`config.mk`:
```
export PLATFORM = sky130hd
export DESIGN_NAME = cfetch_unit
export DESIGN_NICKNAME = d
export VERILOG_FILES = /design/src/rtl/cfetch_pkg.sv /design/src/rtl/cfetch_align.sv /design/src/rtl/cfetch_seq.sv /design/src/rtl/cfetch_result.sv /design/src/rtl/cfetch_unit.sv
export SDC_FILE = /design/constraint.sdc
export NUM_CORES = 1
export LEC_CHECK = 0
export BUFFER_PORTS_ARGS = -buffer_cell sky130_fd_sc_hd__buf_2
export CAP_MARGIN = 30
export CORE_MARGIN = 1
export CORE_UTILIZATION = 45
export CTS_BUF_LIST = sky130_fd_sc_hd__clkbuf_2 sky130_fd_sc_hd__clkbuf_4 sky130_fd_sc_hd__clkbuf_8
export CTS_CLUSTER_SIZE = 28
export DETAILED_ROUTE_END_ITERATION = 6
export PLACE_DENSITY_LB_ADDON = 0.08
export SYNTH_ARGS = -nofsm -noshare
export SYNTH_HDL_FRONTEND = slang
export SYNTH_SLANG_ARGS = --single-unit
```
`constraint.sdc`:
```
create_clock -name clk -period 3.78 [get_ports clk]
set_input_delay 0.756 -clock clk [delete_from_list [all_inputs] [get_ports clk]]
set_output_delay 0.756 -clock clk [all_outputs]
set_load 0.01 [all_outputs]
```
`src/rtl/cfetch_pkg.sv`:
```
package cfetch_pkg;
  localparam int HALF_W = 16;

  typedef enum logic [2:0] {
    ST_IDLE,
    ST_XREQ,
    ST_XWAIT,
    ST_MREQ,
    ST_MWAIT
  } fetch_st_e;

  typedef enum logic [1:0] {
    FIN_NONE,
    FIN_HALF,
    FIN_WORD,
    FIN_ERR
  } fin_e;
endpackage

```
`src/rtl/cfetch_align.sv`:
```
module cfetch_align (
  input  logic [1:0] pc_lo,
  input  logic       c_en,
  output logic       misaligned
);
  // bit 0 is never legal; bit 1 is legal only when 16-bit encodings exist
  assign misaligned = pc_lo[0] | (pc_lo[1] & ~c_en);
endmodule

```
`src/rtl/cfetch_seq.sv`:
```
module cfetch_seq
  import cfetch_pkg::*;
#(
  parameter int XLEN         = 32,
  parameter int ECW          = 4,
  parameter int EXC_MISALIGN = 0,
  parameter int EXC_ACCESS   = 1
) (
  input  logic                clk,
  input  logic                rst_n,
  input  logic                start,
  input  logic                misaligned,
  input  logic [XLEN-1:0]     pc,
  output logic                busy,
  output logic                xl_req_valid,
  input  logic                xl_req_ready,
  output logic [XLEN-1:0]     xl_req_vaddr,
  input  logic                xl_rsp_valid,
  input  logic                xl_rsp_fault,
  input  logic [ECW-1:0]      xl_rsp_code,
  input  logic [XLEN-1:0]     xl_rsp_paddr,
  output logic                mem_req_valid,
  input  logic                mem_req_ready,
  output logic [XLEN-1:0]     mem_req_addr,
  input  logic                mem_rsp_valid,
  input  logic                mem_rsp_err,
  input  logic [HALF_W-1:0]   mem_rsp_data,
  output fin_e                fin_kind,
  output logic [ECW-1:0]      fin_code,
  output logic [XLEN-1:0]     fin_addr,
  output logic [HALF_W-1:0]   fin_half,
  output logic [2*HALF_W-1:0] fin_word
);
  localparam logic [XLEN-1:0] STEP     = XLEN'(HALF_W / 8);
  localparam logic [ECW-1:0]  CODE_MIS = ECW'(EXC_MISALIGN);
  localparam logic [ECW-1:0]  CODE_ACC = ECW'(EXC_ACCESS);

  fetch_st_e          st_q, st_d;
  logic               hi_q;
  logic [XLEN-1:0]    pc_q;
  logic [XLEN-1:0]    paddr_q;
  logic [HALF_W-1:0]  lo_q;
  logic [XLEN-1:0]    vaddr;
  logic               is_short;

  assign vaddr         = hi_q ? (pc_q + STEP) : pc_q;
  assign is_short      = (mem_rsp_data[1:0] != 2'b11);
  assign busy          = (st_q != ST_IDLE);
  assign xl_req_valid  = (st_q == ST_XREQ);
  assign xl_req_vaddr  = vaddr;
  assign mem_req_valid = (st_q == ST_MREQ);
  assign mem_req_addr  = paddr_q;
  assign fin_half      = mem_rsp_data;
  assign fin_word      = {mem_rsp_data, lo_q};

  always_comb begin
    st_d     = st_q;
    fin_kind = FIN_NONE;
    fin_code = '0;
    fin_addr = vaddr;
    case (st_q)
      ST_IDLE: begin
        if (start) begin
          if (misaligned) begin
            fin_kind = FIN_ERR;
            fin_code = CODE_MIS;
            fin_addr = pc;
          end else begin
            st_d = ST_XREQ;
          end
        end
      end
      ST_XREQ: if (xl_req_ready) st_d = ST_XWAIT;
      ST_XWAIT: begin
        if (xl_rsp_valid) begin
          if (xl_rsp_fault) begin
            fin_kind = FIN_ERR;
            fin_code = xl_rsp_code;
            st_d     = ST_IDLE;
          end else begin
            st_d = ST_MREQ;
          end
        end
      end
      ST_MREQ: if (mem_req_ready) st_d = ST_MWAIT;
      ST_MWAIT: begin
        if (mem_rsp_valid) begin
          if (mem_rsp_err) begin
            fin_kind = FIN_ERR;
            fin_code = CODE_ACC;
            st_d     = ST_IDLE;
          end else if (hi_q) begin
            fin_kind = FIN_WORD;
            st_d     = ST_IDLE;
          end else if (is_short) begin
            fin_kind = FIN_HALF;
            st_d     = ST_IDLE;
          end else begin
            st_d = ST_XREQ;
          end
        end
      end
      default: st_d = ST_IDLE;
    endcase
  end

  always_ff @(posedge clk or negedge rst_n) begin
    if (!rst_n) begin
      st_q    <= ST_IDLE;
      hi_q    <= 1'b0;
      pc_q    <= '0;
      paddr_q <= '0;
      lo_q    <= '0;
    end else begin
      st_q <= st_d;
      if (st_q == ST_IDLE && start && !misaligned) begin
        pc_q <= pc;
        hi_q <= 1'b0;
      end
      if (st_q == ST_XWAIT && xl_rsp_valid && !xl_rsp_fault) begin
        paddr_q <= xl_rsp_paddr;
      end
      if (st_q == ST_MWAIT && mem_rsp_valid && !mem_rsp_err && !hi_q && !is_short) begin
        lo_q <= mem_rsp_data;
        hi_q <= 1'b1;
      end
    end
  end
endmodule

```
`src/rtl/cfetch_result.sv`:
```
module cfetch_result
  import cfetch_pkg::*;
#(
  parameter int XLEN = 32,
  parameter int ECW  = 4
) (
  input  logic                clk,
  input  logic                rst_n,
  input  fin_e                fin_kind,
  input  logic [ECW-1:0]      fin_code,
  input  logic [XLEN-1:0]     fin_addr,
  input  logic [HALF_W-1:0]   fin_half,
  input  logic [2*HALF_W-1:0] fin_word,
  output logic                done,
  output logic                half_valid,
  output logic [HALF_W-1:0]   half,
  output logic                word_valid,
  output logic [2*HALF_W-1:0] word,
  output logic                err_valid,
  output logic [ECW-1:0]      err_code,
  output logic [XLEN-1:0]     err_addr
);
  always_ff @(posedge clk or negedge rst_n) begin
    if (!rst_n) begin
      done       <= 1'b0;
      half_valid <= 1'b0;
      word_valid <= 1'b0;
      err_valid  <= 1'b0;
      half       <= '0;
      word       <= '0;
      err_code   <= '0;
      err_addr   <= '0;
    end else begin
      done       <= (fin_kind != FIN_NONE);
      half_valid <= (fin_kind == FIN_HALF);
      word_valid <= (fin_kind == FIN_WORD);
      err_valid  <= (fin_kind == FIN_ERR);
      if (fin_kind == FIN_HALF) half <= fin_half;
      if (fin_kind == FIN_WORD) word <= fin_word;
      if (fin_kind == FIN_ERR) begin
        err_code <= fin_code;
        err_addr <= fin_addr;
      end
    end
  end
endmodule

```
`src/rtl/cfetch_unit.sv`:
```
module cfetch_unit
  import cfetch_pkg::*;
#(
  parameter int XLEN         = 32,
  parameter int ECW          = 4,
  parameter int EXC_MISALIGN = 0,
  parameter int EXC_ACCESS   = 1
) (
  input  logic                clk,
  input  logic                rst_n,
  input  logic                start_i,
  input  logic                c_en_i,
  input  logic [XLEN-1:0]     pc_i,
  output logic                busy_o,
  output logic                done_o,
  output logic                half_valid_o,
  output logic [HALF_W-1:0]   half_o,
  output logic                word_valid_o,
  output logic [2*HALF_W-1:0] word_o,
  output logic                err_valid_o,
  output logic [ECW-1:0]      err_code_o,
  output logic [XLEN-1:0]     err_addr_o,
  output logic                xl_req_valid_o,
  input  logic                xl_req_ready_i,
  output logic [XLEN-1:0]     xl_req_vaddr_o,
  input  logic                xl_rsp_valid_i,
  input  logic                xl_rsp_fault_i,
  input  logic [ECW-1:0]      xl_rsp_code_i,
  input  logic [XLEN-1:0]     xl_rsp_paddr_i,
  output logic                mem_req_valid_o,
  input  logic                mem_req_ready_i,
  output logic [XLEN-1:0]     mem_req_addr_o,
  input  logic                mem_rsp_valid_i,
  input  logic                mem_rsp_err_i,
  input  logic [HALF_W-1:0]   mem_rsp_data_i
);
  logic                misaligned;
  fin_e                fin_kind;
  logic [ECW-1:0]      fin_code;
  logic [XLEN-1:0]     fin_addr;
  logic [HALF_W-1:0]   fin_half;
  logic [2*HALF_W-1:0] fin_word;

  cfetch_align align_i (
    .pc_lo      (pc_i[1:0]),
    .c_en       (c_en_i),
    .misaligned (misaligned)
  );

  cfetch_seq #(
    .XLEN(XLEN), .ECW(ECW), .EXC_MISALIGN(EXC_MISALIGN), .EXC_ACCESS(EXC_ACCESS)
  ) seq_i (
    .clk           (clk),
    .rst_n         (rst_n),
    .start         (start_i),
    .misaligned    (misaligned),
    .pc            (pc_i),
    .busy          (busy_o),
    .xl_req_valid  (xl_req_valid_o),
    .xl_req_ready  (xl_req_ready_i),
    .xl_req_vaddr  (xl_req_vaddr_o),
    .xl_rsp_valid  (xl_rsp_valid_i),
    .xl_rsp_fault  (xl_rsp_fault_i),
    .xl_rsp_code   (xl_rsp_code_i),
    .xl_rsp_paddr  (xl_rsp_paddr_i),
    .mem_req_valid (mem_req_valid_o),
    .mem_req_ready (mem_req_ready_i),
    .mem_req_addr  (mem_req_addr_o),
    .mem_rsp_valid (mem_rsp_valid_i),
    .mem_rsp_err   (mem_rsp_err_i),
    .mem_rsp_data  (mem_rsp_data_i),
    .fin_kind      (fin_kind),
    .fin_code      (fin_code),
    .fin_addr      (fin_addr),
    .fin_half      (fin_half),
    .fin_word      (fin_word)
  );

  cfetch_result #(.XLEN(XLEN), .ECW(ECW)) result_i (
    .clk        (clk),
    .rst_n      (rst_n),
    .fin_kind   (fin_kind),
    .fin_code   (fin_code),
    .fin_addr   (fin_addr),
    .fin_half   (fin_half),
    .fin_word   (fin_word),
    .done       (done_o),
    .half_valid (half_valid_o),
    .half       (half_o),
    .word_valid (word_valid_o),
    .word       (word_o),
    .err_valid  (err_valid_o),
    .err_code   (err_code_o),
    .err_addr   (err_addr_o)
  );
endmodule

```
* Yosys cells after proc, flatten, opt, wreduce, memory -nomap -nowiden
Cells that the tools add are included.
** Storage, ports and cells
- Flip-flop bits (word level) :: 172
- Bits of input ports :: 94
- Output and inout port bits :: 155
- Logic and storage cells :: 80
** Operators by class
- Add/sub/neg operators :: 1
- Equality and inequality tests :: 14
- Muxes and demuxes :: 31
- Bitwise logic cells :: 3
- Reductions and logical operators :: 18
** Operators with widths (count)
- 32-bit 2-to-1 mux :: 4
- 32-bit by 2-bit adder with 32-bit output (second input constant) :: 1
- 3-bit 2-to-1 mux :: 8
- 2-bit 2-to-1 mux :: 8
- 3-bit case mux with 5 select lines :: 1
- 4-bit 2-to-1 mux :: 3
- 2-bit != test (second input constant) :: 5
- 1-bit logical AND :: 8
- 4-bit case mux with 2 select lines :: 1
- 3-bit by 2-bit == test with 1-bit output (second input constant) :: 2
- 2-bit case mux with 3 select lines :: 1
- 6-bit AND reduction :: 1
- 1-bit zero test :: 5
- 1-bit 2-to-1 mux :: 5
- 2-bit == test (second input constant) :: 2
- 2-bit by 1-bit != test with 1-bit output (second input constant) :: 2
- 2-bit nonzero test :: 2
- 3-bit by 1-bit == test with 1-bit output (second input constant) :: 1
- 3-bit == test (second input constant) :: 1
- 3-bit zero test :: 1
- 3-bit nonzero test :: 1
- 2-bit by 1-bit == test with 1-bit output (second input constant) :: 1
- 1-bit AND :: 1
- 1-bit NOT :: 1
- 1-bit OR :: 1

* Depth between registers and ports, before layout
Gate-level depths: netlist (run 1).
- Word-level depth :: 7
- Gate-level depth with buffers :: 8
- Depth with buffers taken out :: 6

* By module
A second synthesis (run 1) with hierarchy kept.
** Unflattened totals
- Cell total of the unflattened synthesis :: 632
- Area, all modules :: 8180.3 um^2
** By module, submodules not included
- cfetch_seq :: times used 1, cells each 442, area each 4705.8 um^2, seq. area each 2102.0 um^2
- cfetch_result :: times used 1, cells each 188, area each 3463.3 um^2, seq. area each 2202.1 um^2
- cfetch_align :: times used 1, cells each 2, area each 11.3 um^2, seq. area each 0.0 um^2

* Worst setup path before layout (run 1)
Ideal clock, no wire load.
- Path kind :: flip-flop to output port
- From :: register seq_i.pc_q[1]
- To :: output port xl_req_vaddr_o[13]
- Arrival :: 1853 ps
- Setup slack :: 1171 ps
- Stages on the path, launching flop included :: 7
- Path buffers :: 1
- Cells stage by stage :: dfrtp_1 > ha_1 > inv_1 > or4_1 > clkbuf_1 > o21a_1 > or2_2
** On the way
- Cells in the longest elaborated chain, start to end :: 2
** Ends and longest elaborated chain
- start: declaration :: line cfetch_seq.sv:40 : logic [XLEN-1:0] pc_q;
- start signal: assignment :: line cfetch_seq.sv:117 : pc_q <= pc;
- 32-bit by 2-bit adder with 32-bit output :: line cfetch_seq.sv:46 : assign vaddr = hi_q ? (pc_q + STEP) : pc_q;
- 32-bit 2-to-1 mux :: line cfetch_seq.sv:46
- end: declaration :: line cfetch_unit.sv:25 : output logic [XLEN-1:0] xl_req_vaddr_o,
Every way passes these cells.

* Worst setup path in the final report (run 1)
- From :: register seq_i.pc_q[6]
- To :: output port xl_req_vaddr_o[26]
Same word-level chain as after synthesis.

==> flow_summary.json, run 1 <==
{
  "final_cells": 1055,
  "core_area_um2": 16100,
  "p_int_mw": 4.62,
  "slew_viol_final": 0,
  "drv_cap": 0,
  "post_cts_resized": 0,
  "synthCells": 580,
  "routed_wl_mm": 18.9,
  "ys.flop_type": "dfrtp_1",
  "hpwl_mm": 13.9,
  "finalClockSkew_ns": 0.0146,
  "seq_area_frac_synth_pct": 57.5,
  "netlist_top_cells_area": "dfrtp_1 (57%), mux2_2 (19%), xnor2_1 (2.2%)",
  "worstMarginPinSlew_ns": 0.942,
  "layout_commonest_cell": "buf_2",
  "r2r_start": "seq_i.st_q[2]$_DFFE_PN0P_",
  "worstSkewPairLatency_ns": 0.46,
  "antenna_left": 0,
  "switchingPower_mw": 2.60,
  "cp.depth": 5,
  "cts_buffers": 17,
  "top_layer": "met5",
  "min_period_ns": 3.38,
  "worstSetupEndpointType": "output pin",
  "crit_slowest_cell": "nor4_2",
  "grt_pass1_vias": 5550,
  "vias": 5514,
  "crit_type": "reg2out",
  "ir_drop_uv": 322,
  "synth_top_area_share_pct": 57.5,
  "ys_async_sr_fraction_pct": 100,
  "synth_warnings": 0,
  "die_w_um": 131,
  "fmax_mhz": 296,
  "cts_buffer_depth": 2,
  "antenna_cells": 0,
  "clockRootBuffer": "clkbuf_8",
  "p_per_area_nw_per_um2": 768,
  "cts_tree": "yes",
  "arrival_ns": 2.62,
  "start_kind": "register",
  "syn_avg_cell_area_um2": 12.9,
  "rows": 46,
  "wl_met3_mm": 1.31,
  "pwr-share-clk_pct": 19.2,
  "finalSetupViolations": 0,
  "hold_viol": 0,
  "dieArea_um2": 17200,
  "mostFrequentLayoutCells": "buf_2 (247), dfrtp_1 (172), mux2_2 (126), nor2_1 (30), nand2_1 (26)",
  "drtIter0Drc": 158,
  "crit_chain": "nand3_1, nor4_2, nand4b_1, xnor2_1, buf_2",
  "ioPinCount": 249,
  "synth_fp_nets": 675,
  "setup_tns_ns": 0,
  "cp_slowest_stage_delay_ns": 0.88,
  "worstPathRequired_ns": 3.02,
  "post_drt_wl_per_cell_um": 17.9,
  "drt_first_pass_iters": 4,
  "cts_hold_buf": 0,
  "nets": 921,
  "viasPerCell": 5.23,
  "crit_path_start": "seq_i.pc_q[6]$_DFFE_PN0P_",
  "run_status": "complete, no violations",
  "synth_top_area_cell": "dfrtp_1",
  "synth_edf_count": 0,
  "wl_met1_mm": 7.97,
  "path_clk_slew_ns": 0.09,
  "seqPwrFrac_pct": 42.9,
  "portBuffers": 248,
  "path_buf_inv": 1,
  "cp_top_family": "simple AND/OR/NAND/NOR gates",
  "wl_met2_mm": 9.31,
  "h-tree-depth": 4,
  "p_leak_nw": 4.77,
  "slew_headroom_pct": 36.7,
  "reg2reg_depth": 5,
  "pwr-share-comb_pct": 37.8,
  "drc": 0,
  "grt_use_total_pct": 22.6,
  "start_util_pct": 46.6,
  "min_period_over_period_pct": 89.4,
  "synth.cell_area_um2": 7490,
  "grt-ovfl-total": 0,
  "drive_above_1_share_pct": 51.5,
  "antenna_found_initial": 3,
  "synth_cell_types": 52,
  "power_mw": 7.22,
  "dp.cells": 1023,
  "grt_pass1_wl_mm": 28.9,
  "cp_max_fo": 10,
  "syn2layout_area_growth_pct": 25.5,
  "rsz0062_at_grt": "false",
  "holdCritPathClass": "in2async",
  "yosys_register_bits": 172,
  "cts.sinks": 172,
  "grt_max_degree": 87,
  "switching_share_pct": 36.1,
  "postCtsSetupBuffers": 0,
  "globalplace.congestion": 0.835,
  "die_h_um": 131
}
-- flip-flops by register name (all words and copies together), names as in the netlist --
register and flops:
result_i.done 1, seq_i.st_q 3, seq_i.mem_req_addr 32, result_i.err_addr 32, result_i.err_valid 1, seq_i.hi_q 1
seq_i.pc_q 32, result_i.word_valid 1, seq_i.lo_q 16, result_i.err_code 4, result_i.half 16, result_i.word 32
result_i.half_valid 1
-- worst reg2reg max path, cell delays in order, from the launching register on --
cell,delay (ns)
dfrtp_1,0.51
nor4bb_1,0.34
and2_1,0.41
or2_2,0.64
mux2i_1,0.27
a21oi_1,0.08
-- logic make-up (layout without fill, tap and decap cells) --
family | after synthesis | count (layout) | synth area share (%)
compound gates | 73 | 73 | 6.42
xor+xnor | 26 | 26 | 3.14
fa+ha+maj | 1 | 1 | 0.167
buf+inv | 39 | 298 | 2.41
flops | 172 | 172 | 57.5
mux | 134 | 134 | 20.2
simple gates | 135 | 135 | 10.2
-- stage by stage --
step	utilization (%)	setup slack (ns)	instance area, um^2	hold slack, ns
2_1_floorplan	-	1.17	7490	0.430
3_3_place_gp	55.8	0.929	8970	0.447
3_5_place_dp	55.8	0.873	8970	0.457
4_1_cts	58.5	0.338	9400	0.273
5_1_grt	58.5	0.112	9400	0.299
6_report	58.5	0.400	9400	0.285
-- path summary, 6_finish.rpt --
path,to,slack (ns)
max in group asynchronous,seq_i.mem_req_addr[31]$_DFFE_PN0P_,2.64
min in group clk,seq_i.lo_q[1]$_DFFE_PN0P_,0.48
max reg2reg,result_i.err_addr[3]$_DFFE_PN0N_,1.40
min,result_i.err_addr[7]$_DFFE_PN0N_,0.28
min reg2reg,seq_i.lo_q[1]$_DFFE_PN0P_,0.48
max,xl_req_vaddr_o[26],0.40
-- power groups by stage --
stage	logic, mW	registers [mW]	clock network, mW
2_1_floorplan	1.42	3.28	0
3_3_place_gp	2.70	3.08	0
3_5_place_dp	2.77	3.13	0
4_1_cts	2.77	3.10	1.43
5_1_grt	2.99	3.21	1.50
6_report	2.73	3.10	1.39
-- per-layer routing --
metal | track usage (%) | up-vias
li1 | - | 2559
met1 | 27.8 | 2747
met2 | 37.2 | 179
met3 | 6.92 | 25
met4 | 8.65 | 4
met5 | 0 | -
-- synth_stat cells (6+ instances only) --
cell and count:
a21o_1 7, a21oi_1 18, a22o_1 10, and3_1 8
buf_2 12, clkbuf_1 13, dfrtp_1 172, inv_1 7
mux2_2 126, mux2i_1 7, nand2_1 26, nand3_1 10
nand4_1 10, nor2_1 30, nor3_1 9, o21a_1 8
o21ai_0 18, xnor2_1 19, xor2_1 6
-- layout make-up --
cell class / count / area [um^2]
Clock inverter: 14 / 184
Sequential cell: 172 / 4300
Multi-Input combinational cell: 369 / 3020
Clock buffer: 18 / 248
Tap cell: 216 / 270
Fill cell: 1349 / 6660
Inverter: 7 / 26.3
Timing Repair Buffer: 259 / 1340
Note: power is estimated with default switching activity, not from simulation.
==> run 2, diff against run 1 <==
--- a/config.mk
+++ b/config.mk
@@ -7,8 +7,10 @@
 export LEC_CHECK = 0
 export BUFFER_PORTS_ARGS = -buffer_cell sky130_fd_sc_hd__buf_2
 export CAP_MARGIN = 30
+export CELL_PAD_IN_SITES_DETAIL_PLACEMENT = 1
+export CELL_PAD_IN_SITES_GLOBAL_PLACEMENT = 1
 export CORE_MARGIN = 1
-export CORE_UTILIZATION = 45
+export CORE_UTILIZATION = 44
 export CTS_BUF_LIST = sky130_fd_sc_hd__clkbuf_2 sky130_fd_sc_hd__clkbuf_4 sky130_fd_sc_hd__clkbuf_8
 export CTS_CLUSTER_SIZE = 28
 export DETAILED_ROUTE_END_ITERATION = 6
==> flow_summary.json, run 2 (synthesis results as in run 1) <==
{
  "globalplace.congestion": 0.811,
  "cts_buffers": 17,
  "min_period_over_period_pct": 90.0,
  "hold_viol": 0,
  "arrival_ns": 2.65,
  "path_buf_inv": 1,
  "cts_buffer_depth": 2,
  "p_int_mw": 4.51,
  "seqPwrFrac_pct": 43.4,
  "h-tree-depth": 4,
  "post_cts_resized": 0,
  "crit_chain": "nand4_1, or4_1, o21a_1, or2_2, buf_2",
  "setup_tns_ns": 0,
  "switchingPower_mw": 2.68,
  "drv_cap": 0,
  "cts_hold_buf": 0,
  "min_period_ns": 3.40,
  "mostFrequentLayoutCells": "buf_2 (247), dfrtp_1 (172), mux2_2 (126), nor2_1 (30), nand2_1 (26)",
  "rows": 47,
  "syn2layout_area_growth_pct": 25.6,
  "hpwl_mm": 15.5,
  "antenna_found_initial": 4,
  "crit_type": "reg2out",
  "switching_share_pct": 37.3,
  "post_drt_wl_per_cell_um": 19.4,
  "p_per_area_nw_per_um2": 765,
  "layout_commonest_cell": "buf_2",
  "dieArea_um2": 17500,
  "worstSetupEndpointType": "output pin",
  "viasPerCell": 5.27,
  "antenna_left": 0,
  "p_leak_nw": 4.78,
  "die_h_um": 132,
  "finish.instance_area_um2": 9400,
  "start_util_pct": 45.1,
  "fmax_mhz": 294,
  "worstSkewPairLatency_ns": 0.47,
  "ioPinCount": 249,
  "routed_wl_mm": 20.7,
  "worstMarginPinSlew_ns": 0.830,
  "drive_above_1_share_pct": 51.5,
  "slew_headroom_pct": 44.7,
  "drt_first_pass_iters": 4,
  "cp_top_family": "simple AND/OR/NAND/NOR gates",
  "worstPathRequired_ns": 3.02,
  "ir_drop_uv": 370,
  "vias": 5608,
  "clockRootBuffer": "clkbuf_8",
  "cp_max_fo": 10,
  "slew_viol_final": 0,
  "pwr-share-clk_pct": 17.9,
  "drtIter0Drc": 158,
  "run_status": "complete, no violations",
  "pwr-share-comb_pct": 38.7,
  "holdCritPathClass": "in2async",
  "drc": 0,
  "postCtsSetupBuffers": 0,
  "grt_max_degree": 85,
  "finalClockSkew_ns": 0.00977,
  "grt_use_total_pct": 24.4,
  "fillers": 1789,
  "start_kind": "register",
  "grt-ovfl-total": 0,
  "nets": 922,
  "grt_pass1_vias": 6120,
  "core_area_um2": 16600,
  "finalSetupViolations": 0,
  "cts.sinks": 172,
  "rsz0062_at_grt": "false",
  "portBuffers": 248,
  "cts_tree": "yes",
  "place_area_um2": 9000,
  "die_w_um": 132,
  "crit_slowest_cell": "or4_1",
  "grt_pass1_wl_mm": 33.0,
  "path_clk_slew_ns": 0.09,
  "cp_slowest_stage_delay_ns": 0.60
}
## run 2: power groups by stage
stage,sequential (mW),combinational [mW],clock [mW]
after floorplan,3.28,1.42,0
after global placement,3.08,2.70,0
after detailed placement,3.15,2.82,0
after CTS,3.12,2.83,1.33
after global routing,3.23,3.01,1.40
final,3.12,2.79,1.29
## run 2: area by class of cell
cell class / count / area [um^2] / share of cell area [%]
antenna: 4 / 10.0 / 0.106
clock buffer: 19 / 262 / 2.78
clock inverter: 13 / 133 / 1.41
inverter: 7 / 26.3 / 0.279
multi-input combinational: 369 / 3020 / 32.1
sequential: 172 / 4300 / 45.8
tap: 220 / 275 / 2.93
timing repair buffer: 260 / 1370 / 14.6
## run 2: through the flow
stage	hold WS (ns)	instances	worst slack (ns)	util [%]	power, mW
2_1_floorplan	0.430	580	1.17	-	4.70
3_3_place_gp	0.445	1027	0.958	54.2	5.78
3_5_place_dp	0.466	1028	0.892	54.3	5.97
4_1_cts	0.332	1060	0.347	56.6	7.29
5_1_grt	0.365	1061	0.219	56.7	7.64
6_report	0.329	1064	0.378	56.7	7.19
## run 2: worst paths after layout
check	from	endpoint	slack, ns	depth (start not counted)
worst max-delay path	seq_i.hi_q$_DFFE_PN0P_	xl_req_vaddr_o[13]	0.38	5
worst min-delay path	rst_n	result_i.err_addr[7]$_DFFE_PN0N_	0.33	1
worst max register to register	seq_i.st_q[0]$_DFFE_PN0P_	result_i.err_addr[4]$_DFFE_PN0N_	1.30	5
worst min register to register	seq_i.lo_q[1]$_DFFE_PN0P_	seq_i.lo_q[1]$_DFFE_PN0P_	0.49	1
max in group asynchronous	rst_n	seq_i.mem_req_addr[20]$_DFFE_PN0P_	2.62	2
min in group clk	seq_i.lo_q[1]$_DFFE_PN0P_	seq_i.lo_q[1]$_DFFE_PN0P_	0.49	1
## run 2: routing by layer
metal	vias up	track usage [%]	share of wire, %
met5	-	0	0.063
met4	2	9.90	2.1
met3	31	7.36	6.2
met2	170	43.9	54
met1	2836	26.7	38
li1	2569	-	-
==> run 3, diff against run 2 <==
--- a/config.mk
+++ b/config.mk
@@ -10,7 +10,7 @@
 export CELL_PAD_IN_SITES_DETAIL_PLACEMENT = 1
 export CELL_PAD_IN_SITES_GLOBAL_PLACEMENT = 1
 export CORE_MARGIN = 1
-export CORE_UTILIZATION = 44
+export CORE_UTILIZATION = 37
 export CTS_BUF_LIST = sky130_fd_sc_hd__clkbuf_2 sky130_fd_sc_hd__clkbuf_4 sky130_fd_sc_hd__clkbuf_8
 export CTS_CLUSTER_SIZE = 28
 export DETAILED_ROUTE_END_ITERATION = 6
==> constraint.sdc (replaced) <==
create_clock -name clk -period 3.07 [get_ports clk]
set_input_delay 0.614 -clock clk [delete_from_list [all_inputs] [get_ports clk]]
set_output_delay 0.614 -clock clk [all_outputs]
set_load 0.01 [all_outputs]
==> flow_summary.json, run 3 (synthesis results as in run 1) <==
{
  "grt-busiest-layer": "met2",
  "worst_slack_ns": 0.0405,
  "ioPinCount": 249,
  "cp_top_family": "simple AND/OR/NAND/NOR gates",
  "grt-ovfl-total": 0,
  "place_area_um2": 9110,
  "setup_tns_ns": 0,
  "routed_wl_mm": 21.0,
  "finalSetupViolations": 0,
  "start_util_pct": 38.1,
  "worstSetupEndpointType": "output pin",
  "p_per_area_nw_per_um2": 937,
  "ir_drop_uv": 338,
  "grt_max_degree": 74,
  "worstPathRequired_ns": 2.46,
  "globalplace.congestion": 0.852,
  "drive_above_1_share_pct": 53.7,
  "min_period_ns": 3.03,
  "post-place-ws_ns": 0.365,
  "drtIter0Drc": 161,
  "cp_max_fo": 5,
  "grt_use_total_pct": 21.0,
  "drc": 0,
  "die_h_um": 144,
  "vias": 5626,
  "dieArea_um2": 20800,
  "slew_viol_final": 0,
  "crit_chain": "nand3_2, or4_4, o41a_1, or2_1, buf_2",
  "worstMarginPinSlew_ns": 0.985,
  "drv_cap": 0,
  "crit_type": "reg2out",
  "layout_commonest_cell": "buf_2",
  "die_w_um": 144,
  "post_drt_wl_per_cell_um": 18.7,
  "cp_slowest_stage_delay_ns": 0.57,
  "start_kind": "register",
  "path_clk_slew_ns": 0.10,
  "min_period_over_period_pct": 98.7,
  "cts.sinks": 172,
  "slew_headroom_pct": 34.3,
  "grt_use_met1_pct": 25.0,
  "grt.met3_usage_pct": 6.23,
  "h-tree-depth": 4,
  "finalClockSkew_ns": 0.0173,
  "core_area_um2": 19700,
  "finish.instance_area_um2": 9650,
  "grt_pass1_wl_mm": 33.0,
  "path_buf_inv": 1,
  "power_mw": 9.04,
  "hold_viol": 0,
  "cts_buffer_depth": 2,
  "antenna_left": 0,
  "fillers": 2168,
  "met2_usage_pct": 36.5,
  "worstSkewPairLatency_ns": 0.47,
  "cts_tree": "yes",
  "fmax_mhz": 330,
  "grt_pass1_vias": 6123,
  "crit_slowest_cell": "or4_4",
  "rows": 51,
  "antenna_found_initial": 2,
  "drt_first_pass_iters": 4,
  "rsz0062_at_grt": "true",
  "holdCritPathClass": "in2async",
  "cts_buffers": 17,
  "viasPerCell": 5.01,
  "clockRootBuffer": "clkbuf_8",
  "p_leak_nw": 4.88,
  "portBuffers": 248,
  "hpwl_mm": 15.7,
  "arrival_ns": 2.42,
  "nets": 940,
  "mostFrequentLayoutCells": "buf_2 (247), dfrtp_1 (168), mux2_2 (126), nor2_1 (29), buf_4 (27)",
  "syn2layout_area_growth_pct": 28.9,
  "run_status": "complete, no violations"
}
## run 3: worst paths after layout
kind	start	end	slack, ns	depth (start not counted)
max	seq_i.pc_q[7]$_DFFE_PN0P_	xl_req_vaddr_o[27]	0.04	5
min	rst_n	result_i.err_addr[2]$_DFFE_PN0N_	0.17	1
max reg2reg	seq_i.st_q[2]$_DFFE_PN0P_	result_i.err_addr[9]$_DFFE_PN0N_	0.74	5
min reg2reg	seq_i.lo_q[0]$_DFFE_PN0P_	seq_i.lo_q[0]$_DFFE_PN0P_	0.48	1
max in group asynchronous	rst_n	result_i.err_addr[1]$_DFFE_PN0N_	2.13	2
min in group clk	pc_i[20]	result_i.err_addr[20]$_DFFE_PN0N_	0.37	3
## run 3: repair_timing
item | in CTS | in global routing
gates cloned | 0 | 0
buffers inserted | 2 | 9
resized for setup | 6 | 6
endpoints found under the setup margin | 4 | 5
pin swaps | 2 | 5
hold buffers | 0 | 0
## run 3: worst reg2reg max path, delay by kind of cell, from the launching register on
| family | cells | cell delay [ns] |
|---|---|---|
| and+or+nand+nor | 3 | 1.31 |
| AOI/OAI and AO/OA | 1 | 0.08 |
| muxes | 1 | 0.28 |
| DFF | 1 | 0.51 |
## run 3: through the flow
stage | std cells | util (%) | hold WS [ns]
after global placement | 1080 | 46.4 | 0.445
after global routing | 1122 | 49.1 | 0.204
final | 1124 | 49.1 | 0.175
after CTS | 1113 | 48.6 | 0.183
after detailed placement | 1080 | 46.4 | 0.465
after floorplan | 580 | - | 0.318
## run 3: metal layers
metal	vias up	routed length [um]
met5	-	10
met4	2	254
met3	22	1370
met2	147	10600
met1	2851	8720
li1	2604	-
## run 3: power by group
group / leakage, nW / switching, mW / internal [mW]
clock network: 0.199 / 0.898 / 0.731
registers: 2.19 / 0.639 / 3.17
logic: 2.50 / 1.81 / 1.80
total: 4.88 / 3.34 / 5.70
## run 3: final cells by class
type	instances	area (um^2)	area share [%]
flip-flops and latches	172	4310	44.7
multi-input cells	369	3070	31.8
repair buffers	278	1510	15.7
well taps	265	332	3.44
clock buffers	20	275	2.85
clock inverters	11	123	1.27
inverters	7	26.3	0.272
diodes	2	5.00	0.0519
